**config.mk**
```make
export PLATFORM = sky130hd
export DESIGN_NAME = esm_mon
export DESIGN_NICKNAME = d
export VERILOG_FILES = /design/src/rtl/esm_pkg.sv /design/src/rtl/esm_regs.sv /design/src/rtl/esm_degl.sv /design/src/rtl/esm_pwm.sv /design/src/rtl/esm_mon.sv
export SDC_FILE = /design/constraint.sdc
export NUM_CORES = 1
export LEC_CHECK = 0
export BUFFER_PORTS_ARGS = -buffer_cell sky130_fd_sc_hd__buf_4
export CORE_AREA = 3 3 119 121
export DETAILED_ROUTE_END_ITERATION = 16
export DIE_AREA = 0 0 122 124
export SLEW_MARGIN = 5
export SYNTH_ARGS = -nofsm -noshare
export SYNTH_HDL_FRONTEND = slang
export SYNTH_SLANG_ARGS = --single-unit
```
**constraint.sdc**
```tcl
create_clock -name clk_i -period 7.1 [get_ports clk_i]
set_input_delay 0.71 -clock clk_i [delete_from_list [all_inputs] [get_ports clk_i]]
set_output_delay 0.71 -clock clk_i [all_outputs]
set_load 0.02 [all_outputs]
```
**src/rtl/esm_pkg.sv**
```systemverilog
package esm_pkg;
  localparam int CFG_W = 8;
  localparam int ADR_W = 4;

  localparam logic [ADR_W-1:0] A_CTRL = 4'd0;
  localparam logic [ADR_W-1:0] A_MODE = 4'd1;
  localparam logic [ADR_W-1:0] A_DEGL = 4'd2;
  localparam logic [ADR_W-1:0] A_THR  = 4'd3;
  localparam logic [ADR_W-1:0] A_HMAX = 4'd4;
  localparam logic [ADR_W-1:0] A_HMIN = 4'd5;
  localparam logic [ADR_W-1:0] A_LMAX = 4'd6;
  localparam logic [ADR_W-1:0] A_LMIN = 4'd7;
  localparam logic [ADR_W-1:0] A_STAT = 4'd8;

  typedef enum logic [1:0] {PH_IDLE, PH_HIGH, PH_LOW} phase_e;

  typedef struct packed {
    logic             mode;
    logic [CFG_W-1:0] degl;
    logic [CFG_W-1:0] thr;
    logic [CFG_W-1:0] hmax;
    logic [CFG_W-1:0] hmin;
    logic [CFG_W-1:0] lmax;
    logic [CFG_W-1:0] lmin;
  } cfg_t;
endpackage

```
**src/rtl/esm_regs.sv**
```systemverilog
module esm_regs
  import esm_pkg::*;
#(
  parameter bit EN_RST = 1'b1,
  parameter int AW     = ADR_W,
  parameter int DW     = CFG_W,
  parameter int CNT_W  = 5
) (
  input  logic          clk_i,
  input  logic          rst_ni,
  input  logic          we_i,
  input  logic [AW-1:0] waddr_i,
  input  logic [DW-1:0] wdata_i,
  input  logic [AW-1:0] raddr_i,
  output logic [DW-1:0] rdata_o,
  input  logic [CNT_W-1:0] cnt_i,
  output logic          en_o,
  output logic          start_o,
  output logic          drv_o,
  output logic          start_set_o,
  output cfg_t          cfg_o
);
  logic en_q, start_q, drv_q;
  cfg_t cfg_q;
  logic ctrl_wr, cfg_wr;

  assign ctrl_wr = we_i && (waddr_i == A_CTRL);
  assign cfg_wr  = we_i && !start_q;
  assign start_set_o = ctrl_wr && wdata_i[0] && !start_q;

  always_ff @(posedge clk_i or negedge rst_ni) begin
    if (!rst_ni) begin
      en_q    <= EN_RST;
      start_q <= 1'b0;
      drv_q   <= 1'b0;
      cfg_q   <= '{mode: 1'b0, degl: DW'(4), thr: DW'(4), hmax: DW'(20),
                   hmin: DW'(1), lmax: DW'(20), lmin: DW'(1)};
    end else begin
      if (ctrl_wr) begin
        start_q <= wdata_i[0];
        if (start_q || !en_q) drv_q <= wdata_i[1];
        if (!start_q) en_q <= wdata_i[2];
      end
      if (cfg_wr) begin
        case (waddr_i)
          A_MODE: cfg_q.mode <= wdata_i[0];
          A_DEGL: cfg_q.degl <= wdata_i;
          A_THR:  cfg_q.thr  <= wdata_i;
          A_HMAX: cfg_q.hmax <= wdata_i;
          A_HMIN: cfg_q.hmin <= wdata_i;
          A_LMAX: cfg_q.lmax <= wdata_i;
          A_LMIN: cfg_q.lmin <= wdata_i;
          default: ;
        endcase
      end
    end
  end

  always_comb begin
    rdata_o = '0;
    case (raddr_i)
      A_CTRL: rdata_o[2:0] = {en_q, drv_q, start_q};
      A_MODE: rdata_o[0]   = cfg_q.mode;
      A_DEGL: rdata_o      = cfg_q.degl;
      A_THR:  rdata_o      = cfg_q.thr;
      A_HMAX: rdata_o      = cfg_q.hmax;
      A_HMIN: rdata_o      = cfg_q.hmin;
      A_LMAX: rdata_o      = cfg_q.lmax;
      A_LMIN: rdata_o      = cfg_q.lmin;
      A_STAT: rdata_o[CNT_W-1:0] = cnt_i;
      default: ;
    endcase
  end

  assign en_o    = en_q;
  assign start_o = start_q;
  assign drv_o   = drv_q;
  assign cfg_o   = cfg_q;

  AST_CFG_LOCK: assert property (@(posedge clk_i) disable iff (!rst_ni)
    start_q |=> $stable(cfg_q));
  AST_EN_LOCK: assert property (@(posedge clk_i) disable iff (!rst_ni)
    start_q |=> $stable(en_q));
  AST_DRV_GATE: assert property (@(posedge clk_i) disable iff (!rst_ni)
    $rose(drv_q) |-> $past(start_q || !en_q));
endmodule

```
**src/rtl/esm_degl.sv**
```systemverilog
module esm_degl #(
  parameter int DW     = 8,
  parameter int SYNC_W = 2
) (
  input  logic          clk_i,
  input  logic          rst_ni,
  input  logic          in_i,
  input  logic [DW-1:0] degl_i,
  output logic          flt_o
);
  logic [SYNC_W-1:0] sync_q;
  logic              flt_q;
  logic [DW-1:0]     dcnt_q;
  logic              s_lvl;

  assign s_lvl = sync_q[SYNC_W-1];

  always_ff @(posedge clk_i or negedge rst_ni) begin
    if (!rst_ni) begin
      sync_q <= '1;
      flt_q  <= 1'b1;
      dcnt_q <= '0;
    end else begin
      sync_q <= {sync_q[SYNC_W-2:0], in_i};
      if (s_lvl == flt_q) begin
        dcnt_q <= '0;
      end else if (dcnt_q >= degl_i) begin
        flt_q  <= s_lvl;
        dcnt_q <= '0;
      end else begin
        dcnt_q <= dcnt_q + 1'b1;
      end
    end
  end

  assign flt_o = flt_q;

  AST_DEGL_SRC: assert property (@(posedge clk_i) disable iff (!rst_ni)
    (flt_q != $past(flt_q)) |-> ($past(s_lvl) == flt_q));
endmodule

```
**src/rtl/esm_pwm.sv**
```systemverilog
module esm_pwm
  import esm_pkg::*;
#(
  parameter int DW    = CFG_W,
  parameter int CNT_W = 5
) (
  input  logic             clk_i,
  input  logic             rst_ni,
  input  logic             run_i,
  input  logic             flt_i,
  input  logic             tick_i,
  input  logic             clr_i,
  input  logic [DW-1:0]    hmax_i,
  input  logic [DW-1:0]    hmin_i,
  input  logic [DW-1:0]    lmax_i,
  input  logic [DW-1:0]    lmin_i,
  output logic [CNT_W-1:0] cnt_o
);
  localparam logic [DW-1:0]    W_MAX = '1;
  localparam logic [CNT_W-1:0] C_MAX = '1;
  localparam logic [CNT_W-1:0] C_TOP = C_MAX - CNT_W'(2);

  phase_e          ph_q, ph_n;
  logic [DW-1:0]   w_q, w_n;
  logic            skip_q, skip_n, hok_q, hok_n, lvl_q;
  logic            rise, fall, good, bad;
  logic [CNT_W-1:0] cnt_q;

  assign rise = flt_i & ~lvl_q;
  assign fall = ~flt_i & lvl_q;

  always_comb begin
    ph_n   = ph_q;
    skip_n = skip_q;
    hok_n  = hok_q;
    w_n    = (tick_i && w_q != W_MAX) ? w_q + 1'b1 : w_q;
    good   = 1'b0;
    bad    = 1'b0;
    if (!run_i) begin
      ph_n = PH_IDLE; w_n = '0; skip_n = 1'b0; hok_n = 1'b0;
    end else begin
      case (ph_q)
        PH_IDLE: if (rise) begin
          ph_n = PH_HIGH; w_n = '0; skip_n = 1'b0;
        end
        PH_HIGH: if (fall) begin
          hok_n = (w_q >= hmin_i) && (w_q <= hmax_i);
          ph_n  = PH_LOW; w_n = '0;
        end else if (w_q > hmax_i) begin
          bad = 1'b1; skip_n = 1'b1; w_n = '0;
        end
        PH_LOW: if (rise) begin
          if (!skip_q) begin
            if (hok_q && w_q >= lmin_i && w_q <= lmax_i) good = 1'b1;
            else bad = 1'b1;
          end
          ph_n = PH_HIGH; w_n = '0; skip_n = 1'b0;
        end else if (w_q > lmax_i) begin
          bad = 1'b1; skip_n = 1'b1; w_n = '0;
        end
        default: ph_n = PH_IDLE;
      endcase
    end
  end

  always_ff @(posedge clk_i or negedge rst_ni) begin
    if (!rst_ni) begin
      ph_q <= PH_IDLE; w_q <= '0; skip_q <= 1'b0; hok_q <= 1'b0;
      lvl_q <= 1'b1; cnt_q <= '0;
    end else begin
      ph_q <= ph_n; w_q <= w_n; skip_q <= skip_n; hok_q <= hok_n;
      lvl_q <= flt_i;
      if (clr_i)                  cnt_q <= '0;
      else if (bad)               cnt_q <= (cnt_q > C_TOP) ? C_MAX : cnt_q + CNT_W'(2);
      else if (good && cnt_q != 0) cnt_q <= cnt_q - 1'b1;
    end
  end

  assign cnt_o = cnt_q;

  AST_EVT_EXCL: assert property (@(posedge clk_i) disable iff (!rst_ni)
    $onehot0({good, bad}));
  AST_CNT_STEP: assert property (@(posedge clk_i) disable iff (!rst_ni)
    (cnt_q != $past(cnt_q)) |-> (cnt_q == '0 || cnt_q == C_MAX ||
      int'(cnt_q) == int'($past(cnt_q)) + 2 || int'(cnt_q) + 1 == int'($past(cnt_q))));
  AST_CNT_CLR: assert property (@(posedge clk_i) disable iff (!rst_ni)
    clr_i |=> cnt_q == '0);
  AST_IDLE_HOLD: assert property (@(posedge clk_i) disable iff (!rst_ni)
    (!run_i && !clr_i) |=> $stable(cnt_q));
endmodule

```
**src/rtl/esm_mon.sv**
```systemverilog
module esm_mon
  import esm_pkg::*;
#(
  parameter bit EN_RST = 1'b1,
  parameter int AW     = ADR_W,
  parameter int DW     = CFG_W,
  parameter int CNT_W  = 5,
  parameter int SYNC_W = 2
) (
  input  logic          clk_i,
  input  logic          rst_ni,
  input  logic          err_ni,
  input  logic          tick_i,
  input  logic          we_i,
  input  logic [AW-1:0] waddr_i,
  input  logic [DW-1:0] wdata_i,
  input  logic [AW-1:0] raddr_i,
  output logic [DW-1:0] rdata_o,
  output logic          err_o,
  output logic          drv_en_o
);
  logic en, start, start_set, flt, run_pwm;
  logic [CNT_W-1:0] cnt;
  logic [DW-1:0]    cnt_ext;
  cfg_t cfg;

  esm_regs #(.EN_RST(EN_RST), .AW(AW), .DW(DW), .CNT_W(CNT_W)) u_regs (
    .clk_i, .rst_ni, .we_i, .waddr_i, .wdata_i, .raddr_i, .rdata_o,
    .cnt_i(cnt), .en_o(en), .start_o(start), .drv_o(drv_en_o),
    .start_set_o(start_set), .cfg_o(cfg)
  );

  esm_degl #(.DW(DW), .SYNC_W(SYNC_W)) u_degl (
    .clk_i, .rst_ni, .in_i(err_ni), .degl_i(cfg.degl), .flt_o(flt)
  );

  assign run_pwm = en & start & cfg.mode;

  esm_pwm #(.DW(DW), .CNT_W(CNT_W)) u_pwm (
    .clk_i, .rst_ni, .run_i(run_pwm), .flt_i(flt), .tick_i,
    .clr_i(start_set), .hmax_i(cfg.hmax), .hmin_i(cfg.hmin),
    .lmax_i(cfg.lmax), .lmin_i(cfg.lmin), .cnt_o(cnt)
  );

  always_comb begin
    cnt_ext = '0;
    cnt_ext[CNT_W-1:0] = cnt;
  end

  assign err_o = en & start & (cfg.mode ? (cnt_ext > cfg.thr) : ~flt);

  AST_ERR_ARMED: assert property (@(posedge clk_i) disable iff (!rst_ni)
    err_o |-> (en && start));
endmodule

```
## After elaboration in Yosys (flattened, before gate mapping)

Index checks and enable logic that the tools add are counted.

- Add/sub/neg operators: 4
- $mul: 0
- Div/mod/pow operators: 0
- $lt $le $gt $ge: 9
- Eq/ne operators: 28
- Shift-type cells: 0
- Muxes and demuxes: 46
- Bitwise gates (word level): 9
- Reductions and logical operators: 31

Operator list:

| cell | number |
|---|---|
| two-way mux 8 bit | 9 |
| == test 4 x 3 -> 1 bit (second input constant) | 8 |
| greater-or-equal comparator 8 bit | 3 |
| case mux 8 bit (3 select lines) | 1 |
| AND reduction 2 bit | 12 |
| two-way mux 1 bit | 22 |
| two-way mux 5 bit | 4 |
| case mux 3 bit (6 select lines) | 1 |
| adder 8 x 1 -> 8 bit (second input constant) | 2 |
| == test 4 x 2 -> 1 bit (second input constant) | 4 |
| > comparator 8 bit | 2 |
| less-or-equal comparator 8 bit | 2 |
| case mux 2 bit (8 select lines) | 1 |
| != test 3 bit (second input constant) | 5 |
| case mux 2 bit (7 select lines) | 1 |
| logical AND 1 bit | 9 |
| case mux 1 bit (9 select lines) | 1 |
| == test 4 x 1 -> 1 bit (second input constant) | 2 |
| > comparator 5 x 8 -> 1 bit | 1 |
| logical NOT 4 bit | 2 |
| != test 4 bit (second input constant) | 2 |
| != test 8 bit (second input constant) | 1 |
| two-way mux 2 bit | 3 |
| adder 5 x 2 -> 5 bit (second input constant) | 1 |
| other kinds (19) | 28 |

- Register bits after elaboration: 81
- Latch bits: 0
- RAM bits: 0
- Memory bits (read-only): 0
- Input bits: 21
- Output and inout bits: 10
- Word-level logic and storage cells: 146
- Memories: 0

## Logic depth before layout (Yosys ltp)

Gate-level depths: netlist (run 1).

- Word-level depth: 12
- Mapped depth: 11
- Mapped depth without buffers: 10

## Modules after synthesis

A second synthesis (run 1) with hierarchy kept.

- Cell total of the unflattened synthesis: 545
- Area, all modules: 5566.6 µm²

Modules (own cells, without submodules):

| module | instances | cells an instance | area each (µm²) | sequential area each (µm²) |
|---|---|---|---|---|
| esm_regs | 1 | 214 | 2686.3 | 1312.5 |
| esm_pwm | 1 | 247 | 2049.5 | 451.7 |
| esm_degl | 1 | 62 | 673.1 | 279.0 |
| esm_mon | 1 | 22 | 157.7 | 0.0 |

## Worst setup path before layout (run 1)

OpenSTA, ideal clock, no wires.

- Path type: input -> output
- From: input port raddr_i[1]
- To: output port rdata_o[1]
- Arrival time: 2.141 ns
- Data required time: 6.390 ns
- Slack: 4.249 ns
- Stages on the path: 8
- Buffers on the path: 2
- Cell sequence: clkbuf_1 clkbuf_1 nand2_1 o21ai_0 a22oi_1 nand2_1 o21ai_0 o21ai_0

- Cells in the longest elaborated chain, start to end: 2
- Elaborated cells on any way between the ends: 9
- Classes of those cells: eq/ne (7); mux (1); reduce/logical (1)

Ends and longest elaborated chain:

| item | RTL line | source |
|---|---|---|
| start: declaration | esm_mon.sv:17 | `input logic [AW-1:0] raddr_i,` |
| == test 4 bit (tied with other cells) | esm_regs.sv:61 | `case (raddr_i)` |
| case mux 2 bit (8 select lines) (*) | esm_regs.sv:61 |  |
| end: declaration | esm_mon.sv:18 | `output logic [DW-1:0] rdata_o,` |

Every way passes the cells marked *; elsewhere a longest branch is shown, timed or not.

## Worst setup path in the final report (run 1)

- From: register u_regs.cfg_q, in the netlist u_regs.cfg_o[26]
- To: register u_pwm.cnt_q[3] (netlist: u_pwm.cnt_o[3])

- Cells in the longest elaborated chain, start to end: 7
- Elaborated cells on any way between the ends: 8
- Classes of those cells: order compare (1); mux (6); reduce/logical (1)

Ends and longest elaborated chain:

| item | RTL line | source |
|---|---|---|
| start: declaration | esm_regs.sv:24 | `cfg_t cfg_q;` |
| start signal: assignment | esm_regs.sv:36 | `cfg_q <= '{mode: 1'b0, degl: DW'(4), thr: DW'(4), hmax: DW'(20),` |
| > comparator 8 bit (*) | esm_pwm.sv:49 | `end else if (w_q > hmax_i) begin` |
| two-way mux 1 bit (*) | esm_pwm.sv:49 |  |
| two-way mux 1 bit (*) | esm_pwm.sv:46 | `PH_HIGH: if (fall) begin` |
| case mux 1 bit (2 select lines) (*) | esm_pwm.sv:42 | `case (ph_q)` |
| two-way mux 1 bit (*) | esm_pwm.sv:39 | `if (!run_i) begin` |
| two-way mux 5 bit | esm_pwm.sv:74 | `else if (bad) cnt_q <= (cnt_q > C_TOP) ? C_MAX : cnt_q + CNT_W'(2);` |
| two-way mux 5 bit | esm_pwm.sv:73 | `if (clr_i) cnt_q <= '0;` |
| end signal: assignment | esm_pwm.sv:74 |  |
| end signal: assignment | esm_pwm.sv:75 | `else if (good && cnt_q != 0) cnt_q <= cnt_q - 1'b1;` |
| end: declaration | esm_pwm.sv:27 | `logic [CNT_W-1:0] cnt_q;` |

Marked as above.
A chain may end at the register's enable or synchronous reset.

==> run_results.csv, run 1 <==
group,metric,value,unit
status,status,"completed",
clocking,clkSlewWorstSetupHoldPaths,0.06,ns
setup_path,cp_max_fo,12,
clocking,cts.repair.resized,0,
cells_and_area,fin_cells,748,
yosys,avgSynthCellArea,9.72,sq um
setup_path,critPathCapture,"u_pwm.cnt_o[3]",
clocking,cts_tree,"done",
yosys,synth-async-reset-ratio,100,%
setup_path,cpMostUsedCell,"a21oi_1",
worst_hold_path,hold_class,"register to register",
floorplan,num_rows,42,
floorplan,io_pins,31,
floorplan,initial_utilization,39.9,%
setup_path,critPathKind,"register to register",
sta,post-route-period-util,42.1,%
yosys,yosys.area.top_type,"dfrtp_1",
clocking,clock_latency,0.34,ns
yosys,mappedNetlistArea,5260,sq um
yosys,synth-edff-count,0,
setup_path,reg2reg_to,"u_pwm.cnt_o[3]",
cells_and_area,layout_common_cells,"dfrtp_1, ha_1, inv_1, nand2_1, mux2_2",
grt,antenna_found_initial,0,
grt,grt_pass1_wl,21.9,mm
yosys,synth_seq_cells,81,
yosys,netlist_instances,541,
cells_and_area,final_util,45.0,%
clocking,root_buffer,"clkbuf_16",
yosys,yosysSeqAreaShare,38.9,%
grt,grt_pass1_vias,4187,
floorplan,core,13200,sq um
grt,grt_overflow,0,
pwr,total_power,1.57,mW
sta,tightest_slew,1.34,ns
grt,grt_max_degree,82,
route,ant_nets,0,
sta,final-setup-viol-count,0,
cells_and_area,final_common_cell,"dfrtp_1",
route,via_per_inst,5.41,
floorplan,dieArea,15100,sq um
route,drtPass1Iterations,5,
clocking,cts_sinks,81,
route,wl_met3,562,microns
yosys,synth.area.top_cells,"dfrtp_1, ha_1, mux2_2, dfstp_2, inv_1",
pwr,p_switching,513,uW
setup_path,reg2reg_depth,10,
floorplan,dieHeight,124,microns
sta,timing.fmax,0.334,GHz
route,top_layer_used,"met4",
route,drt_first_iter_violations,239,
yosys,yosys_warnings,0,
floorplan,fp.dieW,122,microns
route,post_drt_wl_per_cell,17.4,microns
sta,rsz0062_at_grt,"false",
job,cap_violations,0,
pwr,leakagePower,2.77,nW
clocking,cts_buffers,9,
route,routed_wl,13.0,mm
pwr,switching_share,32.6,%
setup_path,max_stage_delay,0.74,ns
cells_and_area,antenna_cells,0,
route,wl_met2,6.06,mm
placement,io_buffers,30,
pwr,p_int,1.06,mW
sta,slew_headroom,8.22,%
sta,min_period,2.99,ns
setup_path,cp_cell_sequence,"inv_1 > ha_1 > a21o_1 > a21oi_1 > a21boi_0 > o21ai_0 > nor3_1 > a21oi_1 > a211oi_1 > a211o_1",
setup_path,rrSetupSlack,4.11,ns
sta,slew_viol_final,0,
setup_path,cp_num_cells,10,
route,met1_length,6.07,mm
pwr,clkPwrFrac,30.7,%
pwr,peakVddDrop,0.000175,V
setup_path,cp_top_family,"compound AO/OA/AOI/OAI gates",
sta,setup_tns,0,ns
yosys,synth.net_count,621,
setup_path,endpoint_kind,"register",
cells_and_area,drive_gt1_share,19.9,%
grt,grt_usage,18.8,%
placement,hpwl,9.68,mm
sta,finalHoldViolations,0,
setup_path,crit_required,7.33,ns
sta,whs,0.356,ns
clocking,hold_buffers,0,
placement,dpl.cell_count,732,
setup_path,worstSetupStartpointType,"register",
setup_path,arrival,3.22,ns
cells_and_area,area_growth,13.0,%
cells_and_area,nets,647,
yosys,synth.top_cell.area_share,32.4,%
setup_path,cp-startpoint,"u_regs.cfg_o[26]",
setup_path,critPathSlowestCell,"a21oi_1",
pwr,p_comb_share,27.4,%
clocking,clock_path_buffers,2,
pwr,powerDensity,265,nW/um^2
route,num_vias,4047,
clocking,cts.htree.levels,3,
setup_path,worst-path-buf-inv,1,
placement,place.gp.congestion,0.895,
yosys,synthFlopType,"dfrtp_1",
pwr,seq_power_share,41.9,%
clocking,cts_setup_buffers,0,
route,drcViolationCount,0,
yosys,synth.distinct_cells,55,
setup_path,rr_startpoint,"u_regs.cfg_o[26]",
sta,finClkSkew,0.00565,ns
[per-stage QoR]
| step | worst slack [ns] | cell area [sq um] |
|---|---|---|
| after detailed placement | 4.15 | 5630 |
| after global routing | 3.89 | 5940 |
| after global placement | 4.15 | 5630 |
| after CTS | 4.14 | 5940 |
| final | 4.11 | 5940 |
| after floorplan | 4.25 | 5260 |
[power by group through the flow]
stage / Clock (mW) / Sequential [mW] / Combinational [mW]
2_1_floorplan: 0 / 0.632 / 0.313
3_5_place_dp: 0 / 0.665 / 0.428
4_1_cts: 0.495 / 0.658 / 0.435
3_3_place_gp: 0 / 0.661 / 0.415
6_report: 0.482 / 0.659 / 0.431
5_1_grt: 0.515 / 0.671 / 0.492
[routing by layer]
layer  up-vias  global-route usage, %
met2        97                   30.1
met1      1968                   25.0
met4         0                   6.44
met5         -                      0
li1       1961                      -
met3        21                   4.41
[layout make-up]
| cell class | count | area (sq um) |
|---|---|---|
| clock buffers | 11 | 253 |
| clock inverters | 5 | 53.8 |
| fillers | 1239 | 7250 |
| inverters | 54 | 203 |
| multi-input cells | 391 | 2940 |
| flip-flops and latches | 81 | 2040 |
| well taps | 176 | 220 |
| repair buffers | 30 | 225 |
[flip-flops by register name, indices dropped and copies added, names as in the netlist]
signal          count
u_pwm.lvl_q         1
u_degl.flt_o        1
u_pwm.hok_q         1
u_regs.en_o         1
u_pwm.ph_q          2
u_degl.sync_q       2
u_pwm.w_q           8
u_degl.dcnt_q       8
u_regs.cfg_o       49
u_regs.drv_o        1
u_pwm.cnt_o         5
u_regs.start_o      1
u_pwm.skip_q        1
[synth_stat cells (2+ instances only)]
| cell | instances |
|---|---|
| a211o_1 | 4 |
| a211oi_1 | 3 |
| a21boi_0 | 2 |
| a21o_1 | 3 |
| a21oi_1 | 31 |
| a22o_1 | 2 |
| a22oi_1 | 5 |
| a31o_2 | 3 |
| a31oi_1 | 4 |
| and3_1 | 8 |
| clkbuf_1 | 12 |
| dfrtp_1 | 68 |
| dfstp_2 | 13 |
| ha_1 | 59 |
| inv_1 | 54 |
| mux2_2 | 41 |
| mux2i_1 | 9 |
| mux4_2 | 5 |
| nand2_1 | 47 |
| nand2b_1 | 9 |
| nand3_1 | 17 |
| nand4_1 | 5 |
| nor2_1 | 36 |
| nor2b_1 | 7 |
| nor3_1 | 8 |
| nor4_1 | 3 |
| o211ai_1 | 3 |
| o21a_1 | 3 |
| o21ai_0 | 37 |
| o21bai_1 | 2 |
| o22ai_1 | 3 |
| xnor2_1 | 4 |
| xor2_1 | 9 |
[worst min-delay path by stage]
| stage | from | to | cells past startpoint |
|---|---|---|---|
| after floorplan | u_degl.sync_q[0] | u_degl.sync_q[1] | 0 |
| after global placement | u_degl.sync_q[0] | u_degl.sync_q[1] | 0 |
| after detailed placement | u_degl.sync_q[0] | u_degl.sync_q[1] | 0 |
| after CTS | u_degl.sync_q[0] | u_degl.sync_q[1] | 0 |
| after global routing | u_degl.sync_q[0] | u_degl.sync_q[1] | 0 |
| final | u_degl.sync_q[0] | u_degl.sync_q[1] | 0 |
[worst reg2reg max path, delay by kind of cell (launching register included)]
| family | cells | cell delay (ns) |
|---|---|---|
| buffers and inverters | 1 | 0.05 |
| flip-flops | 1 | 0.52 |
| AND/OR/NAND/NOR | 1 | 0.11 |
| adder cells (fa/ha/maj) | 1 | 0.30 |
| AO/OA/AOI/OAI | 7 | 1.91 |
[logic make-up (layout without fill, tap and decap cells)]
logic type	Yosys count	in the layout	share of synthesized area [%]
buffers and inverters	69	100	5.16
and+or+nand+nor	150	150	13.7
xor gates and xnor gates	13	13	2.17
DFF	81	81	38.9
muxes	55	55	12.6
AOI/OAI and AO/OA	114	114	13.4
adders and majority gates	59	59	14.0
Power figures use the tool's default switching activity.
==> run 2: changes to the inputs <==
Clock period 7.1 ns to 2.8 ns, I/O delays scaled along.
==> run_results.csv, run 2 (synthesis results as in run 1) <==
group,metric,value,unit
status,status,"completed",
setup_path,cp_max_fo,10,
worst_hold_path,hold_class,"input pin to register",
route,drtPass1Iterations,4,
clocking,cts_buffers,9,
clocking,cts.repair.resized,0,
cells_and_area,fin_cells,753,
cells_and_area,nets,652,
cells_and_area,drive_gt1_share,20.5,%
floorplan,dieHeight,124,microns
clocking,clock_latency,0.34,ns
sta,slew_headroom,28.8,%
route,wl_met3,487,microns
clocking,cts_sinks,81,
clocking,clkSlewWorstSetupHoldPaths,0.06,ns
cells_and_area,largest_reg_flops,49,
clocking,hold_buffers,0,
job,cap_violations,0,
cells_and_area,final_common_cell,"dfrtp_1",
cells_and_area,layout_common_cells,"dfrtp_1, ha_1, inv_1, nand2_1, mux2_2",
pwr,total_power,4.06,mW
grt,grt_max_degree,82,
setup_path,endpoint_kind,"register",
grt,antenna_found_initial,0,
sta,finalHoldViolations,0,
route,via_per_inst,5.30,
cells_and_area,multi_input_area,2940,sq um
sta,setup_tns,0,ns
route,num_vias,3989,
cells_and_area,area_growth,14.0,%
sta,final-setup-viol-count,0,
setup_path,critPathKind,"register to register",
sta,min_period,2.60,ns
clocking,cts.htree.levels,3,
clocking,clock_path_buffers,2,
clocking,root_buffer,"clkbuf_16",
floorplan,core,13200,sq um
floorplan,initial_utilization,39.9,%
cells_and_area,regArea,2040,sq um
cells_and_area,fillers,1253,
setup_path,critPathSlowestCell,"dfrtp_1",
route,met1_length,6.35,mm
placement,io_buffers,30,
sta,slew_viol_final,0,
route,drt_first_iter_violations,297,
sta,post-route-period-util,92.9,%
route,post_drt_wl_per_cell,17.4,microns
worst_hold_path,hp-start,"err_ni",
clocking,cts_tree,"done",
grt,grt_usage,18.7,%
sta,timing.fmax,0.384,GHz
setup_path,worstSetupStartpointType,"register",
route,drcViolationCount,0,
grt,grt_pass1_wl,21.5,mm
sta,rsz0062_at_grt,"false",
sta,finClkSkew,0.00777,ns
grt,grt_overflow,0,
floorplan,num_rows,42,
setup_path,arrival,2.83,ns
placement,hpwl,9.80,mm
setup_path,crit_required,3.03,ns
floorplan,fp.dieW,122,microns
clocking,cts_setup_buffers,0,
grt,grt_pass1_vias,4014,
floorplan,io_pins,31,
route,routed_wl,13.1,mm
setup_path,cp-startpoint,"u_pwm.w_q[1]",
pwr,peakVddDrop,0.000432,V
pwr,powerDensity,677,nW/um^2
route,wl_met2,5.99,mm
sta,fin_ws,0.199,ns
setup_path,max_stage_delay,0.47,ns
route,top_layer_used,"met4",
placement,place.gp.congestion,0.911,
route,ant_nets,0,
setup_path,cp_cell_sequence,"ha_1 > nor2b_1 > o211ai_1 > a21oi_1 > o21ai_1 > and3_1 > o21bai_1 > a22o_1 > a211o_1",
sta,tightest_slew,1.07,ns
floorplan,dieArea,15100,sq um
cells_and_area,antenna_cells,0,
pwr,leakagePower,2.80,nW
placement,dpl.cell_count,737,
setup_path,rr_startpoint,"u_pwm.w_q[1]",
placement,dp_slack,0.229,ns
sta,whs,0.0399,ns
==> run 2: cell type report <==
cell class                 count  area share [%]
clock inverter                 5            1.32
timing repair buffer          35            4.38
tap                          176            3.67
inverter                      54            3.38
sequential                    81            34.1
multi-input combinational    391            49.1
clock buffer                  11            4.05
==> run 2: power breakdown <==
part	leakage (nW)	internal (mW)	switching [mW]
Combinational	1.65	0.511	0.594
Sequential	0.996	1.44	0.218
Clock	0.159	0.804	0.488
Total	2.80	2.76	1.30
==> run 2: final timing paths <==
check | endpoint | slack [ns] | depth (start not counted)
min reg2reg | u_degl.sync_q[1] | 0.35 | 0
max reg2reg | u_pwm.cnt_o[3] | 0.20 | 9
max | u_pwm.cnt_o[3] | 0.20 | 9
max in group asynchronous | u_pwm.w_q[4] | 1.98 | 1
min in group asynchronous | u_pwm.cnt_o[2] | 0.11 | 1
min | u_degl.sync_q[0] | 0.04 | 1
==> run 2: routing by layer <==
metal	vias up	track usage, %
li1	1969	-
met1	1934	25.9
met2	67	29.7
met3	19	3.04
met4	0	6.93
met5	-	0
==> run 2: metrics by stage <==
step / util (%) / area [sq um]
4_1_cts: 45.4 / 5990
5_1_grt: 45.4 / 5990
3_3_place_gp: 43.0 / 5670
3_5_place_dp: 43.0 / 5670
2_1_floorplan: - / 5260
6_report: 45.4 / 5990
==> run 2: worst max-delay path, delay by kind of cell (launching register included) <==
kind / cells / cell delay (ns)
AO/OA/AOI/OAI: 6 / 1.13
adder cells (fa/ha/maj): 1 / 0.33
flip-flops: 1 / 0.47
AND/OR/NAND/NOR: 2 / 0.57
==> run 3: changes to the inputs <==
Settings changed: REMOVE_ABC_BUFFERS set to 1.
==> run_results.csv, run 3 (synthesis results as in run 1) <==
group,metric,value,unit
sta,post-route-period-util,91.5,%
grt,grt_pass1_wl,21.4,mm
setup_path,crit_required,3.03,ns
clocking,root_buffer,"clkbuf_16",
clocking,clock_path_buffers,2,
sta,fin_ws,0.239,ns
clocking,cts_sinks,81,
placement,dp_slack,0.227,ns
sta,setup_tns,0,ns
sta,whs,0.0467,ns
setup_path,endpoint_kind,"register",
floorplan,num_rows,42,
sta,tightest_slew,1.06,ns
sta,min_period,2.56,ns
route,num_vias,4108,
clocking,cts_setup_buffers,0,
cells_and_area,layout_common_cells,"dfrtp_1, ha_1, inv_1, nand2_1, mux2_2",
sta,finClkSkew,0.00659,ns
pwr,clkPwrFrac,28.2,%
floorplan,core,13200,sq um
clocking,cts.repair.resized,0,
pwr,powerDensity,648,nW/um^2
route,routed_wl,13.0,mm
cells_and_area,fin_cells,756,
grt,grt_overflow,0,
floorplan,dieArea,15100,sq um
grt,grt_pass1_vias,4086,
floorplan,dieHeight,124,microns
grt,antenna_found_initial,0,
sta,slew_headroom,29.3,%
sta,slew_viol_final,0,
clocking,hold_buffers,0,
placement,io_buffers,30,
sta,rsz0062_at_grt,"false",
route,drt_first_iter_violations,205,
worst_hold_path,hold_class,"input pin to register",
pwr,peakVddDrop,0.000367,V
cells_and_area,area_growth,13.4,%
pwr,seq_power_share,42.8,%
setup_path,cp_max_fo,10,
job,cap_violations,0,
status,status,"completed",
placement,dpl.cell_count,740,
clocking,clock_latency,0.34,ns
cells_and_area,antenna_cells,0,
floorplan,fp.dieW,122,microns
setup_path,worstSetupStartpointType,"register",
route,post_drt_wl_per_cell,17.2,microns
cells_and_area,final_area,5960,sq um
pwr,switching_share,33.8,%
route,ant_nets,0,
grt,grt_max_degree,82,
cells_and_area,largest_reg_flops,49,
sta,finalHoldViolations,0,
route,drtPass1Iterations,4,
pwr,p_int,2.56,mW
pwr,leakagePower,2.78,nW
cells_and_area,nets,655,
placement,hpwl,9.78,mm
sta,timing.fmax,0.391,GHz
setup_path,arrival,2.79,ns
floorplan,io_pins,31,
pwr,p_switching,1.30,mW
clocking,cts_tree,"done",
clocking,cts_buffers,9,
pwr,p_comb_share,29.0,%
clocking,cts.htree.levels,3,
route,via_per_inst,5.43,
floorplan,initial_utilization,39.9,%
clocking,clkSlewWorstSetupHoldPaths,0.06,ns
placement,dpl_cell_area,5690,sq um
route,drcViolationCount,0,
cells_and_area,final_common_cell,"dfrtp_1",
setup_path,critPathKind,"register to register",
sta,final-setup-viol-count,0,
placement,place.gp.congestion,0.878,
grt,grt_usage,18.4,%
cells_and_area,drive_gt1_share,20.7,%
-- run 3: cell count changes in the layout (fill, tap and decap cells not counted) --
cell	delta
buf_4	+3
bufinv_16	-2
clkinvlp_4	+2
clkbuf_1	+1
clkbuf_8	-1
-- run 3: layout make-up --
class	instances	area [sq um]
multi-input combinational	391	2940
fill	1258	7230
sequential	81	2040
tap	176	220
clock inverter	5	33.8
timing repair buffer	38	285
clock buffer	11	233
inverter	54	203
-- run 3: routing by layer --
| metal | GRT usage, % | up-vias | wire length (microns) |
|---|---|---|---|
| met5 | 0 | - | 0 |
| met4 | 7.21 | 0 | 313 |
| met3 | 3.00 | 20 | 422 |
| met2 | 29.7 | 72 | 6010 |
| met1 | 25.1 | 2046 | 6240 |
| li1 | - | 1970 | - |
-- run 3: per-stage QoR --
| stage | power (mW) | util, % |
|---|---|---|
| finish | 3.86 | 45.2 |
| global route | 4.13 | 45.2 |
| CTS | 3.89 | 45.2 |
| detailed placement | 2.79 | 43.2 |
| global placement | 2.76 | 43.2 |
| floorplan | 2.38 | - |
-- run 3: final timing paths --
| path | slack (ns) | to | cells after the start | start |
|---|---|---|---|---|
| worst max-delay path | 0.24 | u_pwm.cnt_o[3] | 9 | u_pwm.w_q[1] |
| worst min-delay path | 0.05 | u_degl.sync_q[0] | 1 | err_ni |
| worst max register to register | 0.24 | u_pwm.cnt_o[3] | 9 | u_pwm.w_q[1] |
| worst min register to register | 0.36 | u_degl.sync_q[1] | 0 | u_degl.sync_q[0] |
| max in group asynchronous | 1.99 | u_pwm.hok_q | 1 | rst_ni |
| min in group asynchronous | 0.10 | u_regs.cfg_o[23] | 1 | rst_ni |
-- run 3: critical path, stage by stage (launching register included) --
cell,delay [ns]
dfrtp_1,0.48
ha_1,0.33
nor2b_1,0.14
o211ai_1,0.15
a21oi_1,0.08
o21ai_1,0.29
and3_1,0.42
o21bai_1,0.10
a22o_1,0.18
a211o_1,0.28
-- run 3: power by group through the flow --
stage / sequential, mW / clock (mW) / combinational, mW
6_report: 1.65 / 1.09 / 1.12
3_3_place_gp: 1.67 / 0 / 1.09
3_5_place_dp: 1.67 / 0 / 1.12
2_1_floorplan: 1.60 / 0 / 0.774
5_1_grt: 1.69 / 1.15 / 1.28
4_1_cts: 1.65 / 1.11 / 1.13
